$ cat src/rtl/irq_agg_pkg.sv
package irq_agg_pkg;
  localparam int unsigned DATA_W   = 32;
  localparam int unsigned ADDR_W   = 8;
  localparam int unsigned NUM_W    = 16;
  localparam int unsigned CLASS_W  = 5;
  localparam int unsigned N_CLASS  = 1 << CLASS_W;
  localparam int unsigned N_CORE   = 6;

  localparam logic [ADDR_W-1:0] OFF_MSI_CTRL = 8'h00;
  localparam logic [ADDR_W-1:0] OFF_MSI_STAT = 8'h04;
  localparam logic [ADDR_W-1:0] OFF_MSI_MASK = 8'h08;
  localparam logic [ADDR_W-1:0] OFF_CORE_ST  = 8'h0C;
  localparam logic [ADDR_W-1:0] OFF_CORE_MSK = 8'h10;
  localparam logic [ADDR_W-1:0] OFF_TOP_MSK  = 8'h14;
  localparam logic [ADDR_W-1:0] OFF_LAST_NUM = 8'h18;
  localparam logic [ADDR_W-1:0] OFF_REPEAT   = 8'h1C;

  typedef struct packed {
    logic out_blk;   // bit 2
    logic msi_blk;   // bit 1
    logic core_blk;  // bit 0
  } top_mask_t;
endpackage

$ cat src/rtl/irq_msi_bank.sv
module irq_msi_bank #(
  parameter int unsigned NUM_W   = 16,
  parameter int unsigned CLASS_W = 5,
  localparam int unsigned N_CLASS = 1 << CLASS_W
) (
  input  logic               clk_i,
  input  logic               rst_ni,
  input  logic               en_i,
  input  logic               valid_i,
  input  logic [NUM_W-1:0]   num_i,
  input  logic [N_CLASS-1:0] clr_i,
  input  logic               mask_we_i,
  input  logic [N_CLASS-1:0] mask_wdata_i,
  input  logic               rep_clr_i,
  output logic [N_CLASS-1:0] status_o,
  output logic [N_CLASS-1:0] mask_o,
  output logic [NUM_W-1:0]   last_o,
  output logic               rep_o,
  output logic               pend_o
);
  logic [N_CLASS-1:0] status_q, mask_q, set_vec;
  logic [NUM_W-1:0]   last_q;
  logic               rep_q, accept;
  logic [CLASS_W-1:0] cls;

  assign accept = valid_i & en_i;
  assign cls    = num_i[CLASS_W-1:0];

  for (genvar i = 0; i < N_CLASS; i++) begin : g_class
    assign set_vec[i] = accept && (cls == CLASS_W'(i));
    // set has priority over a same-cycle W1C
    always_ff @(posedge clk_i or negedge rst_ni) begin
      if (!rst_ni)         status_q[i] <= 1'b0;
      else if (set_vec[i]) status_q[i] <= 1'b1;
      else if (clr_i[i])   status_q[i] <= 1'b0;
    end
  end

  always_ff @(posedge clk_i or negedge rst_ni) begin
    if (!rst_ni) begin
      mask_q <= '1;
      last_q <= '0;
      rep_q  <= 1'b0;
    end else begin
      if (mask_we_i) mask_q <= mask_wdata_i;
      if (accept)    last_q <= num_i;
      if (accept && status_q[cls]) rep_q <= 1'b1;
      else if (rep_clr_i)          rep_q <= 1'b0;
    end
  end

  assign status_o = status_q;
  assign mask_o   = mask_q;
  assign last_o   = last_q;
  assign rep_o    = rep_q;
  assign pend_o   = |(status_q & ~mask_q);

  p_class_set_r2: assert property (@(posedge clk_i) disable iff (!rst_ni)
    valid_i && en_i |=> status_q[$past(num_i[CLASS_W-1:0])]);
  p_disabled_ignored_r3: assert property (@(posedge clk_i) disable iff (!rst_ni)
    valid_i && !en_i && clr_i == '0 |=> status_q == $past(status_q) && $stable(last_q));
  p_last_hold_r9: assert property (@(posedge clk_i) disable iff (!rst_ni)
    !(valid_i && en_i) |=> $stable(last_q));
  p_repeat_flag_r10: assert property (@(posedge clk_i) disable iff (!rst_ni)
    valid_i && en_i && status_q[num_i[CLASS_W-1:0]] |=> rep_q);
endmodule

$ cat src/rtl/irq_core_bank.sv
module irq_core_bank #(
  parameter int unsigned N_SRC = 6
) (
  input  logic             clk_i,
  input  logic             rst_ni,
  input  logic [N_SRC-1:0] ev_i,
  input  logic [N_SRC-1:0] clr_i,
  input  logic             mask_we_i,
  input  logic [N_SRC-1:0] mask_wdata_i,
  output logic [N_SRC-1:0] status_o,
  output logic [N_SRC-1:0] mask_o,
  output logic             pend_o
);
  logic [N_SRC-1:0] status_q, mask_q;

  always_ff @(posedge clk_i or negedge rst_ni) begin
    if (!rst_ni) begin
      status_q <= '0;
      mask_q   <= '1;
    end else begin
      status_q <= ev_i | (status_q & ~clr_i);
      if (mask_we_i) mask_q <= mask_wdata_i;
    end
  end

  assign status_o = status_q;
  assign mask_o   = mask_q;
  assign pend_o   = |(status_q & ~mask_q);

  p_core_capture_r6: assert property (@(posedge clk_i) disable iff (!rst_ni)
    ev_i != '0 |=> (status_q & $past(ev_i)) == $past(ev_i));
  p_set_beats_clear_r8: assert property (@(posedge clk_i) disable iff (!rst_ni)
    (ev_i & clr_i) != '0 |=> (status_q & $past(ev_i & clr_i)) == $past(ev_i & clr_i));
endmodule

$ cat src/rtl/irq_agg_top.sv
module irq_agg_top
  import irq_agg_pkg::*;
(
  input  logic              clk_i,
  input  logic              rst_ni,
  input  logic              msi_valid_i,
  input  logic [NUM_W-1:0]  msi_num_i,
  input  logic [N_CORE-1:0] core_ev_i,
  input  logic              reg_wr_i,
  input  logic [ADDR_W-1:0] reg_addr_i,
  input  logic [DATA_W-1:0] reg_wdata_i,
  output logic [DATA_W-1:0] reg_rdata_o,
  output logic              irq_o
);
  logic              msi_en_q;
  top_mask_t         top_mask_q;
  logic [N_CLASS-1:0] msi_status, msi_mask;
  logic [N_CORE-1:0]  core_status, core_mask;
  logic [NUM_W-1:0]   last_num;
  logic               repeat_flag, msi_pend, core_pend;
  logic wr_ctrl, wr_stat, wr_mask, wr_cst, wr_cmsk, wr_top, wr_rep;

  assign wr_ctrl = reg_wr_i && reg_addr_i == OFF_MSI_CTRL;
  assign wr_stat = reg_wr_i && reg_addr_i == OFF_MSI_STAT;
  assign wr_mask = reg_wr_i && reg_addr_i == OFF_MSI_MASK;
  assign wr_cst  = reg_wr_i && reg_addr_i == OFF_CORE_ST;
  assign wr_cmsk = reg_wr_i && reg_addr_i == OFF_CORE_MSK;
  assign wr_top  = reg_wr_i && reg_addr_i == OFF_TOP_MSK;
  assign wr_rep  = reg_wr_i && reg_addr_i == OFF_REPEAT;

  always_ff @(posedge clk_i or negedge rst_ni) begin
    if (!rst_ni) begin
      msi_en_q   <= 1'b0;
      top_mask_q <= '1;
    end else begin
      if (wr_ctrl) msi_en_q   <= reg_wdata_i[0];
      if (wr_top)  top_mask_q <= top_mask_t'(reg_wdata_i[2:0]);
    end
  end

  irq_msi_bank #(.NUM_W(NUM_W), .CLASS_W(CLASS_W)) u_msi (
    .clk_i, .rst_ni,
    .en_i        (msi_en_q),
    .valid_i     (msi_valid_i),
    .num_i       (msi_num_i),
    .clr_i       (wr_stat ? reg_wdata_i[N_CLASS-1:0] : '0),
    .mask_we_i   (wr_mask),
    .mask_wdata_i(reg_wdata_i[N_CLASS-1:0]),
    .rep_clr_i   (wr_rep && reg_wdata_i[0]),
    .status_o    (msi_status),
    .mask_o      (msi_mask),
    .last_o      (last_num),
    .rep_o       (repeat_flag),
    .pend_o      (msi_pend)
  );

  irq_core_bank #(.N_SRC(N_CORE)) u_core (
    .clk_i, .rst_ni,
    .ev_i        (core_ev_i),
    .clr_i       (wr_cst ? reg_wdata_i[N_CORE-1:0] : '0),
    .mask_we_i   (wr_cmsk),
    .mask_wdata_i(reg_wdata_i[N_CORE-1:0]),
    .status_o    (core_status),
    .mask_o      (core_mask),
    .pend_o      (core_pend)
  );

  assign irq_o = !top_mask_q.out_blk &&
                 ((msi_pend && !top_mask_q.msi_blk) || (core_pend && !top_mask_q.core_blk));

  always_comb begin
    reg_rdata_o = '0;
    unique case (reg_addr_i)
      OFF_MSI_CTRL: reg_rdata_o[0]           = msi_en_q;
      OFF_MSI_STAT: reg_rdata_o[N_CLASS-1:0] = msi_status;
      OFF_MSI_MASK: reg_rdata_o[N_CLASS-1:0] = msi_mask;
      OFF_CORE_ST:  reg_rdata_o[N_CORE-1:0]  = core_status;
      OFF_CORE_MSK: reg_rdata_o[N_CORE-1:0]  = core_mask;
      OFF_TOP_MSK:  reg_rdata_o[2:0]         = top_mask_q;
      OFF_LAST_NUM: reg_rdata_o[NUM_W-1:0]   = last_num;
      OFF_REPEAT:   reg_rdata_o[0]           = repeat_flag;
      default:      reg_rdata_o              = '0;
    endcase
  end

  p_quiet_when_idle_r7: assert property (@(posedge clk_i) disable iff (!rst_ni)
    msi_status == '0 && core_status == '0 |-> !irq_o);
  p_unmasked_pending_r4: assert property (@(posedge clk_i) disable iff (!rst_ni)
    top_mask_q == '0 && (msi_status & ~msi_mask) != '0 |-> irq_o);
endmodule

$ cat config.mk
export PLATFORM = sky130hd
export DESIGN_NAME = irq_agg_top
export DESIGN_NICKNAME = d
export VERILOG_FILES = /design/src/rtl/irq_agg_pkg.sv /design/src/rtl/irq_msi_bank.sv /design/src/rtl/irq_core_bank.sv /design/src/rtl/irq_agg_top.sv
export SDC_FILE = /design/constraint.sdc
export NUM_CORES = 1
export LEC_CHECK = 0
export BUFFER_PORTS_ARGS = -buffer_cell sky130_fd_sc_hd__buf_2
export CELL_PAD_IN_SITES_DETAIL_PLACEMENT = 0
export CELL_PAD_IN_SITES_GLOBAL_PLACEMENT = 1
export CORE_MARGIN = 8
export CORE_UTILIZATION = 25
export CTS_CLUSTER_SIZE = 16
export DETAILED_ROUTE_END_ITERATION = 7
export HOLD_SLACK_MARGIN = 0.12
export PLACE_DENSITY = 0.49
export SLEW_MARGIN = 20
export SYNTH_ARGS = -nofsm -noshare
export SYNTH_HDL_FRONTEND = slang
export SYNTH_SLANG_ARGS = --single-unit
$ cat constraint.sdc
create_clock -name clk_i -period 1.4 [get_ports clk_i]
set_input_delay 0.07 -clock clk_i [delete_from_list [all_inputs] [get_ports clk_i]]
set_output_delay 0.07 -clock clk_i [all_outputs]
set_load 0.01 [all_outputs]
# After elaboration in Yosys (flattened, before gate mapping)
# Index checks and enable logic that the tools add are counted.
[word_totals]
ff_bits = 97
latch_bits = 0
ramBits = 0
mem_bits_ro = 0
input_bits = 66
output_inout_bits = 33
word_cells = 248
memories = 0
[classes]
n_addsub = 0
multipliers = 0
div = 0
order_cmp = 1
n_eq_ne = 38
n_shift = 0
n_mux = 75
n_bitwise = 8
reduce_logical = 85
[op_table]
columns = ["cell", "count"]
rows = [
  ["== test 5 bit, second input constant", 16],
  ["2-to-1 mux 1 bit", 67],
  ["nonzero test 2 bit", 33],
  ["logical AND 1 bit", 44],
  ["== test 5 x 4 -> 1 bit, second input constant", 8],
  ["AND 32 bit", 1],
  ["== test 8 x 5 -> 1 bit, second input constant", 4],
  ["2-to-1 mux 32 bit", 1],
  ["inverter 32 bit", 1],
  ["case mux 16 bit (2 select lines)", 1],
  ["OR reduction 32 bit", 1],
  ["case mux 10 bit (3 select lines)", 1],
  ["== test 5 x 3 -> 1 bit, second input constant", 4],
  ["== test 8 x 4 -> 1 bit, second input constant", 2],
  ["case mux 3 bit (5 select lines)", 1],
  ["AND 6 bit", 2],
  ["inverter 6 bit", 2],
  ["case mux 2 bit (6 select lines)", 1],
  ["== test 5 x 2 -> 1 bit, second input constant", 2],
  ["== test 8 x 3 -> 1 bit, second input constant", 1],
  ["zero test 8 bit", 1],
  ["case mux 1 bit (8 select lines)", 1],
  ["< comparator 5 x 6 -> 1 bit, second input constant", 1],
  ["2-to-1 mux 6 bit", 1],
  ["8 further kinds", 10],
]

# Logic depth before layout (Yosys ltp)
# Gate-level depths: netlist (run 1).
[depth]
depth_word = 6
depth_mapped = 7
mapped_depth_nobuf = 5

# Cells and area by module
# A second synthesis (run 1) with hierarchy kept.
[hier_totals]
cells_unflattened = 452
area_unflattened_um2 = 5162.5
[by_module_without_submodules]
columns = ["module", "n_inst", "cells_each", "area_each_um2", "seq_area_each_um2"]
rows = [
  ["irq_msi_bank", 1, 259, 3485.8, 2067.0],
  ["irq_agg_top", 1, 158, 1203.7, 103.8],
  ["irq_core_bank", 1, 35, 473.0, 307.8],
]

# Worst setup path after synthesis (run 1)
# OpenSTA, ideal clock, no wires.
[synth_path]
path_kind = "input port to flip-flop"
start = "in reg_addr_i[1]"
end = "reg u_msi.mask_q[10], in the netlist u_msi.mask_o[10]"
setup_time_ns = 0.082
arrival_ns = 1.534
required_ns = 1.318
slack_ns = -0.217
cell_stages = 7
n_path_buf = 2
cell_sequence = "or2_1 buf_2 or3b_4 nor2_4 nand2_2 buf_6 mux2_4"
[synth_via]
elab_chain_len = 2
[synth_rtl]
columns = ["item", "line", "source"]
rows = [
  ["start, declared", "irq_agg_top.sv:10", "input logic [ADDR_W-1:0] reg_addr_i,"],
  ["== test 8 x 4 -> 1 bit", "irq_agg_top.sv:25", "assign wr_mask = reg_wr_i && reg_addr_i == OFF_MSI_MASK;"],
  ["logical AND 1 bit", "irq_agg_top.sv:25", ""],
  ["end signal, assigned", "irq_msi_bank.sv:45", "if (mask_we_i) mask_q <= mask_wdata_i;"],
  ["end, declared", "irq_msi_bank.sv:21", "logic [N_CLASS-1:0] status_q, mask_q, set_vec;"],
]
# Every way passes these cells.
# A chain may end at the register's enable or synchronous reset.

# Worst setup path after layout (run 1)
[layout_path]
start = "reg u_msi.mask_q[17], in the netlist u_msi.mask_o[17]"
end = "out irq_o"
[layout_via]
elab_chain_len = 6
[layout_rtl]
columns = ["item", "line", "source"]
rows = [
  ["inverter 32 bit", "irq_msi_bank.sv:56", "assign pend_o = |(status_q & ~mask_q);"],
  ["AND 32 bit", "irq_msi_bank.sv:56", ""],
  ["OR reduction 32 bit", "irq_msi_bank.sv:56", ""],
  ["logical AND 1 bit", "irq_agg_top.sv:69", "((msi_pend && !top_mask_q.msi_blk) || (core_pend && !top_mask_q.core_blk));"],
  ["logical OR 1 bit", "irq_agg_top.sv:69", ""],
  ["logical AND 1 bit", "irq_agg_top.sv:68", "assign irq_o = !top_mask_q.out_blk &&"],
  ["end, declared", "irq_agg_top.sv:13", "output logic irq_o"],
]
# Every way passes these cells.

==> implementation parameters, run 1 <==
Parameter                              Value

Run status
  Run status    finished with violations
  Failing checks    setup timing

Route
  TritonRoute pass-1 iters    5
  Post-route DRC    0
  Drt first-iter violations    between 300 and 400
  WL per Instance    approximately 21 microns
  DRT Wirelength    20.8 mm
  Number of nets with antenna violations after detailed routing    0
  Via-to-Cell Ratio    4.83
  Via count    4744

Synthesis
  Syn Std Cell Area    5120 sq um
  EDFF count, synth    0
  Cell taking the most area after synthesis    dfrtp_1
  Ys async rst share    1.00
  Sequential fraction of the synthesis area    0.484
  Mapped Cells    442
  Primary FF master, synth    dfrtp_1
  Syn avg cell area    11.6 sq um
  Netlist cell types    48
  Warnings from Yosys    0
  Register bit count reported by yosys    97
  Net count after synthesis    508
  Largest cells by area after synthesis    dfrtp_1 (27%), dfstp_2 (21%), mux2_4 (8.8%)
  Area fraction of the dominant cell type after synthesis    0.274

Cells and area
  Most frequent standard cell in the layout excluding fill and tap cells    buf_4
  Count of filler cells inserted in the layout    1979
  Area Growth Syn to Fin    64.5%
  Fraction of final layout cells sized beyond drive strength 1    0.583
  Register area    2480 sq um
  Area taken by multi-input logic gates    2720 sq um
  Net count, final    774
  Final instance count without filler cells    983
  Commonest non-fill, non-tap cells in the layout    buf_4 (94), buf_2 (84), dfrtp_1 (55), dlygate4sd3_1 (52), dfstp_2 (41)
  Count of antenna diodes in the layout    0
  Post-Layout Inst Area    around 8400 sq um

STA
  Minimum setup slack in the final design    -0.608 ns
  Max Clk Rate    498 MHz
  RSZ-0062 raised after global routing    yes
  Largest clock skew in the final design    0.0100 ns
  Fraction of the cycle the final worst path needs    1.43
  Measured slew at the worst slew-check pin    0.577 ns
  Max-slew headroom at the worst pin    0.613
  Minimum clock period    2.01 ns
  Sum of negative setup slack    -15.48 ns
  Final number of hold-violating endpoints    0
  Slew Limit Fails    0
  # setup viols final    98
  Hold_ws    0.154 ns

CTS
  Number of buffers on the longest clock path    2
  Sinks on Clock Net    97
  Clock input transition at the sequential cells of the worst setup and hold paths    about 0.070 ns
  Clock root cell    clkbuf_16
  Maximum level of the CTS H-tree    3
  Num CTS Buffers    9
  Clock tree from TritonCTS    done
  Clock latency on the worst-skew pair    about 0.36 ns

Critical path
  Capturing element type of the critical path    output pin
  Path type of the worst setup path    register to output pin
  Largest fanout on the critical path    2
  Kind of launch point of the worst setup path    register
  Slack of the worst reg-to-reg path    -0.30 ns
  Required time of the critical path    approximately 1.3 ns
  Worst EP arrival    1.94 ns

Global route
  Antenna violations before repair    0
  Total routing usage reported by global routing    0.162
  Via count of the first global-routing pass    5192
  Maximum number of pins on one net before global-route repair    38
  First-pass GRT wire length    31.4 mm
  GR Overflow Total    0

Placement
  Routability congestion estimate    0.789
  Number of input and output port buffers inserted    98
  Number of placed instances with taps included    891
  Area after DPL    just under 7000 sq um
  Hpwl dp    14.4 mm
  Worst setup slack before clock tree synthesis    -0.301 ns

Hold path
  Hold Crit Class    input port to register

Die
  Placement row count    52
  Floorplan die width    159 microns
  Core outline area    20200 sq um
  Initial cell density of the core    0.254
  I/O pin count    99
  Overall die area    25300 sq um
  Vertical die dimension    159 microns

Power and ir drop
  Peak supply drop    586 uV
  PwrDens    839 nW/um^2
  Total leakage power    about 3.9 nW

Flow run
  Max-cap violations    0
final timing paths:
| path | startpoint | end | depth (start not counted) |
|---|---|---|---|
| max in group asynchronous | rst_ni | u_msi.mask_o[29] | 3 |
| worst max register to register | u_msi.status_o[14] | u_msi.rep_o | 5 |
| worst min-delay path | msi_num_i[2] | u_msi.status_o[4] | 3 |
| worst min register to register | u_msi.last_o[10] | u_msi.last_o[10] | 1 |
| min in group asynchronous | rst_ni | u_msi.last_o[9] | 2 |
| worst max-delay path | u_msi.mask_o[17] | irq_o | 6 |
flip-flops by register name (all words and copies together) (netlist names):
| register | count |
|---|---|
| u_msi.last_o | 16 |
| u_core.status_o | 6 |
| u_msi.status_o | 32 |
| u_core.mask_o | 6 |
| u_msi.rep_o | 1 |
| msi_en_q | 1 |
| u_msi.mask_o | 32 |
| top_mask_q | 3 |
through the flow:
step           utilization  power (W)
4_1_cts              0.403    0.00710
5_1_grt              0.418    0.00738
6_report             0.418    0.00707
3_3_place_gp         0.334    0.00409
3_5_place_dp         0.334    0.00411
2_1_floorplan            -    0.00358
timing repair:
item,in CTS,in global routing
setup buffers,15,5
endpoints found under the hold margin,157,0
resized for setup,47,68
pin swaps,29,21
setup endpoints to repair,55,107
hold buffers,52,0
gates cloned,7,5
cells by family after synthesis:
kind of cell	count (synthesis)	share of synthesized area
multiplexers	66	0.182
buffers and inverters	59	0.0501
AND/OR/NAND/NOR	117	0.113
AO/OA/AOI/OAI	103	0.171
flip-flops	97	0.484
power by group:
| group | total (W) | switching (W) | internal (W) |
|---|---|---|---|
| clock network | 0.00280 | 0.00113 | 0.00167 |
| registers | 0.00321 | 0.000145 | 0.00306 |
| logic | 0.00107 | 0.000449 | 0.000618 |
| total | 0.00707 | 0.00173 | 0.00535 |
worst max-delay path, stage by stage (launching register included):
cell	delay (ns)
dfstp_2	0.53
nand2b_4	0.13
o2111ai_4	0.14
nor4_2	0.30
a41o_1	0.26
a21oi_2	0.07
buf_2	0.14
Yosys cell counts (all sizes together) (2+ instances only):
master,n
mux4,7
nor3,10
nand3,6
a22o,34
o2111ai,4
nor2,12
and2,2
nand2b,18
clkbuf,9
a32o,7
a31o,2
nor4,2
nor2b,4
o2bb2ai,6
mux2,58
a21o,7
o22ai,7
a221oi,3
a31oi,2
dfrtp,56
a222oi,14
nand2,56
dfstp,41
inv,35
buf,15
a22oi,11
a21oi,2
layer usage:
metal / track usage / vias to the layer above / part of all wire
met5: 0 / - / 0
met4: 0.0506 / 0 / 0.016
met3: 0.0282 / 21 / 0.035
met2: 0.269 / 121 / 0.48
met1: 0.210 / 2421 / 0.47
li1: - / 2181 / -
layout make-up:
class / count / share of cell area
Clock inverter: 4 / 0.00876
Inverter: 35 / 0.0156
Clock buffer: 12 / 0.0304
Multi-Input combinational cell: 286 / 0.323
Sequential cell: 97 / 0.294
Timing Repair Buffer: 279 / 0.288
Tap cell: 270 / 0.0401
Note: power is estimated with default switching activity, not from simulation.
==> run 2: changes to the inputs <==
Settings changed: ABC_AREA set to 1, PLACE_DENSITY 0.49 to 0.53.
==> implementation parameters, run 2 <==
Parameter                              Value

Run status
  Run status    finished with violations
  Failing checks    setup timing

Synthesis
  Primary FF master, synth    dfrtp_1
  Syn avg cell area    7.21 sq um (-38%)
  Syn Std Cell Area    5380 sq um (+5.0%)
  Sequential fraction of the synthesis area    0.461 (-0.0229)
  Register bit count reported by yosys    97 (unchanged)
  Netlist cell types    30 (-38%)
  Warnings from Yosys    0 (unchanged)
  Most common cell in the synthesized netlist    nand2_1
  Largest cells by area after synthesis    dfrtp_1 (26%), nand2_1 (20%), dfstp_2 (20%)
  Area fraction of the dominant cell type after synthesis    0.261 (-0.0129)
  Net count after synthesis    812 (+60%)
  Cell taking the most area after synthesis    dfrtp_1
  EDFF count, synth    0 (unchanged)
  Ys async rst share    1.00 (unchanged)
  Top cells by instance count after synthesis    nand2_1 (292), inv_1 (86), o21ai_0 (74), dfrtp_1 (56), nor2_1 (50)
  Mapped Cells    746 (+69%)

Die
  Core outline area    21100 sq um (+4.6%)
  I/O pin count    99 (unchanged)
  Vertical die dimension    163 microns (+2.2%)
  Floorplan die width    163 microns (+2.2%)
  Placement row count    53 (+1.9%)
  Initial cell density of the core    0.255 (+0.000984)
  Overall die area    26500 sq um (+4.5%)

CTS
  Clock input transition at the sequential cells of the worst setup and hold paths    0.07 ns (about the same)
  Num CTS Buffers    9 (unchanged)
  Number of buffers on the longest clock path    2 (unchanged)
  Clock tree from TritonCTS    done
  Maximum level of the CTS H-tree    3 (unchanged)
  Clock latency on the worst-skew pair    0.35 ns (about the same)
  Clock root cell    clkbuf_16
  Sinks on Clock Net    97 (unchanged)

Critical path
  Number of cells on the worst reg-to-reg path    9 (+4)
  Cell seen most often among critical-path stages    nand2_2
  Required time of the critical path    1.33 ns (about the same)
  Max stage delay cell, worst path    dfstp_2
  Capturing element type of the critical path    output pin
  Slack of the worst reg-to-reg path    0.10 ns (+0.40 ns)
  Chain of cells forming the critical path    inv_2 -> nand2_1 -> o21ai_1 -> nor2_2 -> nand2_2 -> nor2_4 -> nand2_2 -> nand2_2 -> a21oi_2 -> buf_2
  Worst EP arrival    1.77 ns (-0.17 ns)
  Path type of the worst setup path    register to output pin
  Largest fanout on the critical path    2 (unchanged)
  Top cell family by delay on the critical path    simple AND/OR/NAND/NOR gates
  Kind of launch point of the worst setup path    register
  Max stage delay on crit path    0.53 ns (about the same)
  CP bufs+invs    2 (+1)
  Endpoint of the most critical register-to-register path    u_msi.rep_o
  Launching point of the worst reg2reg path    u_msi.status_o[12]

Power and ir drop
  Total leakage power    4.18 nW (+6.6%)
  PwrDens    836 nW/um^2 (-0.40%)
  Peak supply drop    546 uV (-6.9%)

Cells and area
  Area Growth Syn to Fin    54.1%
  Post-Layout Inst Area    8280 sq um (-1.7%)
  Most frequent standard cell in the layout excluding fill and tap cells    nand2_1
  Fraction of final layout cells sized beyond drive strength 1    0.381 (-0.203)
  Net count, final    1051 (+36%)
  Final instance count without filler cells    1265 (+29%)
  Count of antenna diodes in the layout    0 (unchanged)
  Commonest non-fill, non-tap cells in the layout    nand2_1 (277), buf_2 (94), buf_4 (66), o21ai_0 (56), dfrtp_1 (56)

Placement
  Hpwl dp    15.8 mm (+9.5%)
  Number of input and output port buffers inserted    98 (unchanged)
  Worst setup slack before clock tree synthesis    -0.270 ns (+0.0306 ns)
  Number of placed instances with taps included    1190 (+34%)
  Area after DPL    6950 sq um (+3.2%)
  Routability congestion estimate    0.894 (+13%)

STA
  Max-slew headroom at the worst pin    0.733 (+0.120)
  Sum of negative setup slack    -0.751 ns (+14.73 ns)
  Measured slew at the worst slew-check pin    0.401 ns (-0.176 ns)
  # setup viols final    10 (-90%)
  Slew Limit Fails    0 (unchanged)
  Largest clock skew in the final design    0.00705 ns (-0.00298 ns)
  Fraction of the cycle the final worst path needs    1.32 (-0.117)
  Final number of hold-violating endpoints    0 (unchanged)
  Hold_ws    0.188 ns (+0.0339 ns)
  Max Clk Rate    542 MHz (+8.9%)
  Minimum clock period    1.84 ns (-0.164 ns)
  Minimum setup slack in the final design    -0.445 ns (+0.164 ns)
  RSZ-0062 raised after global routing    yes

Global route
  Maximum number of pins on one net before global-route repair    33 (-13%)
  GR Overflow Total    0 (unchanged)
  Via count of the first global-routing pass    5862 (+13%)
  Antenna violations before repair    0 (unchanged)
  Total routing usage reported by global routing    0.157 (-0.00511)
  First-pass GRT wire length    32.3 mm (+2.7%)

Route
  Drt first-iter violations    261 (-30%)
  DRT Wirelength    20.5 mm (-1.4%)
  Number of nets with antenna violations after detailed routing    0 (unchanged)
  WL per Instance    16.2 microns (-23%)
  Via-to-Cell Ratio    4.46 (-7.7%)
  TritonRoute pass-1 iters    5 (unchanged)
  Post-route DRC    0 (unchanged)
  Via count    5636 (+19%)

Flow run
  Max-cap violations    0 (unchanged)

Hold path
  Hold Crit Class    input port to async pin
## run 2: changes by cell type after synthesis, sizes merged, moves of 14 or more
cell and delta:
a222oi -14, a22o -34, inv +54, mux2 -47, nand2 +237, nand2b -18
nand3 +37, nor2 +41, o21ai +95
## run 2: kinds of logic after synthesis
family,after synthesis,synth area share
and+or+nand+nor,395,0.293
AOI/OAI and AO/OA,123,0.129
buffers and inverters,120,0.0933
DFF,97,0.461
muxes,11,0.0230
## run 2: cell type report
type                       instances  area [sq um]
inverter                          90           345
tap                              275           344
clock buffer                      10           239
sequential                        97          2480
timing repair buffer             258          2110
fill                            2250         12800
multi-input combinational        529          2700
clock inverter                     6          66.3
## run 2: routing by layer
layer / track usage / vias up / part of all wire
met5: 0 / - / 0
met4: 0.0400 / 0 / 0.0093
met3: 0.0233 / 10 / 0.035
met2: 0.250 / 103 / 0.45
met1: 0.218 / 2686 / 0.50
li1: - / 2837 / -
## run 2: through the flow
stage	power, W	utilization
after floorplan	0.00362	-
after detailed placement	0.00414	0.329
after global routing	0.00727	0.393
after global placement	0.00413	0.329
after CTS	0.00696	0.378
final	0.00692	0.393
## run 2: how the worst max path moves through the flow
stage / startpoint / endpoint / slack (ns) / cells past startpoint
floorplan: msi_en_q / u_msi.status_o[0] / 0.19 / 5
global placement: u_msi.mask_o[0] / irq_o / -0.28 / 10
detailed placement: u_msi.mask_o[0] / irq_o / -0.27 / 10
CTS: u_msi.mask_o[9] / irq_o / -0.52 / 10
global route: u_msi.mask_o[3] / irq_o / -0.53 / 10
finish: u_msi.mask_o[3] / irq_o / -0.44 / 10
## run 2: timing repair
item                                    4_1_cts  5_1_grt
cloned                                        0        2
buffers inserted                             11        2
endpoints found under the setup margin       29       37
pin swaps                                    33       43
hold endpoints to repair                    155        0
hold buffers                                 52        0
gates resized for setup                      74       83
## run 2: power breakdown
part | leakage [nW] | total (W) | switching [W] | internal [W]
clock network | 0.141 | 0.00259 | 0.00115 | 0.00144
registers | 1.16 | 0.00325 | 0.000131 | 0.00311
logic | 2.88 | 0.00108 | 0.000542 | 0.000543
total | 4.18 | 0.00692 | 0.00183 | 0.00510
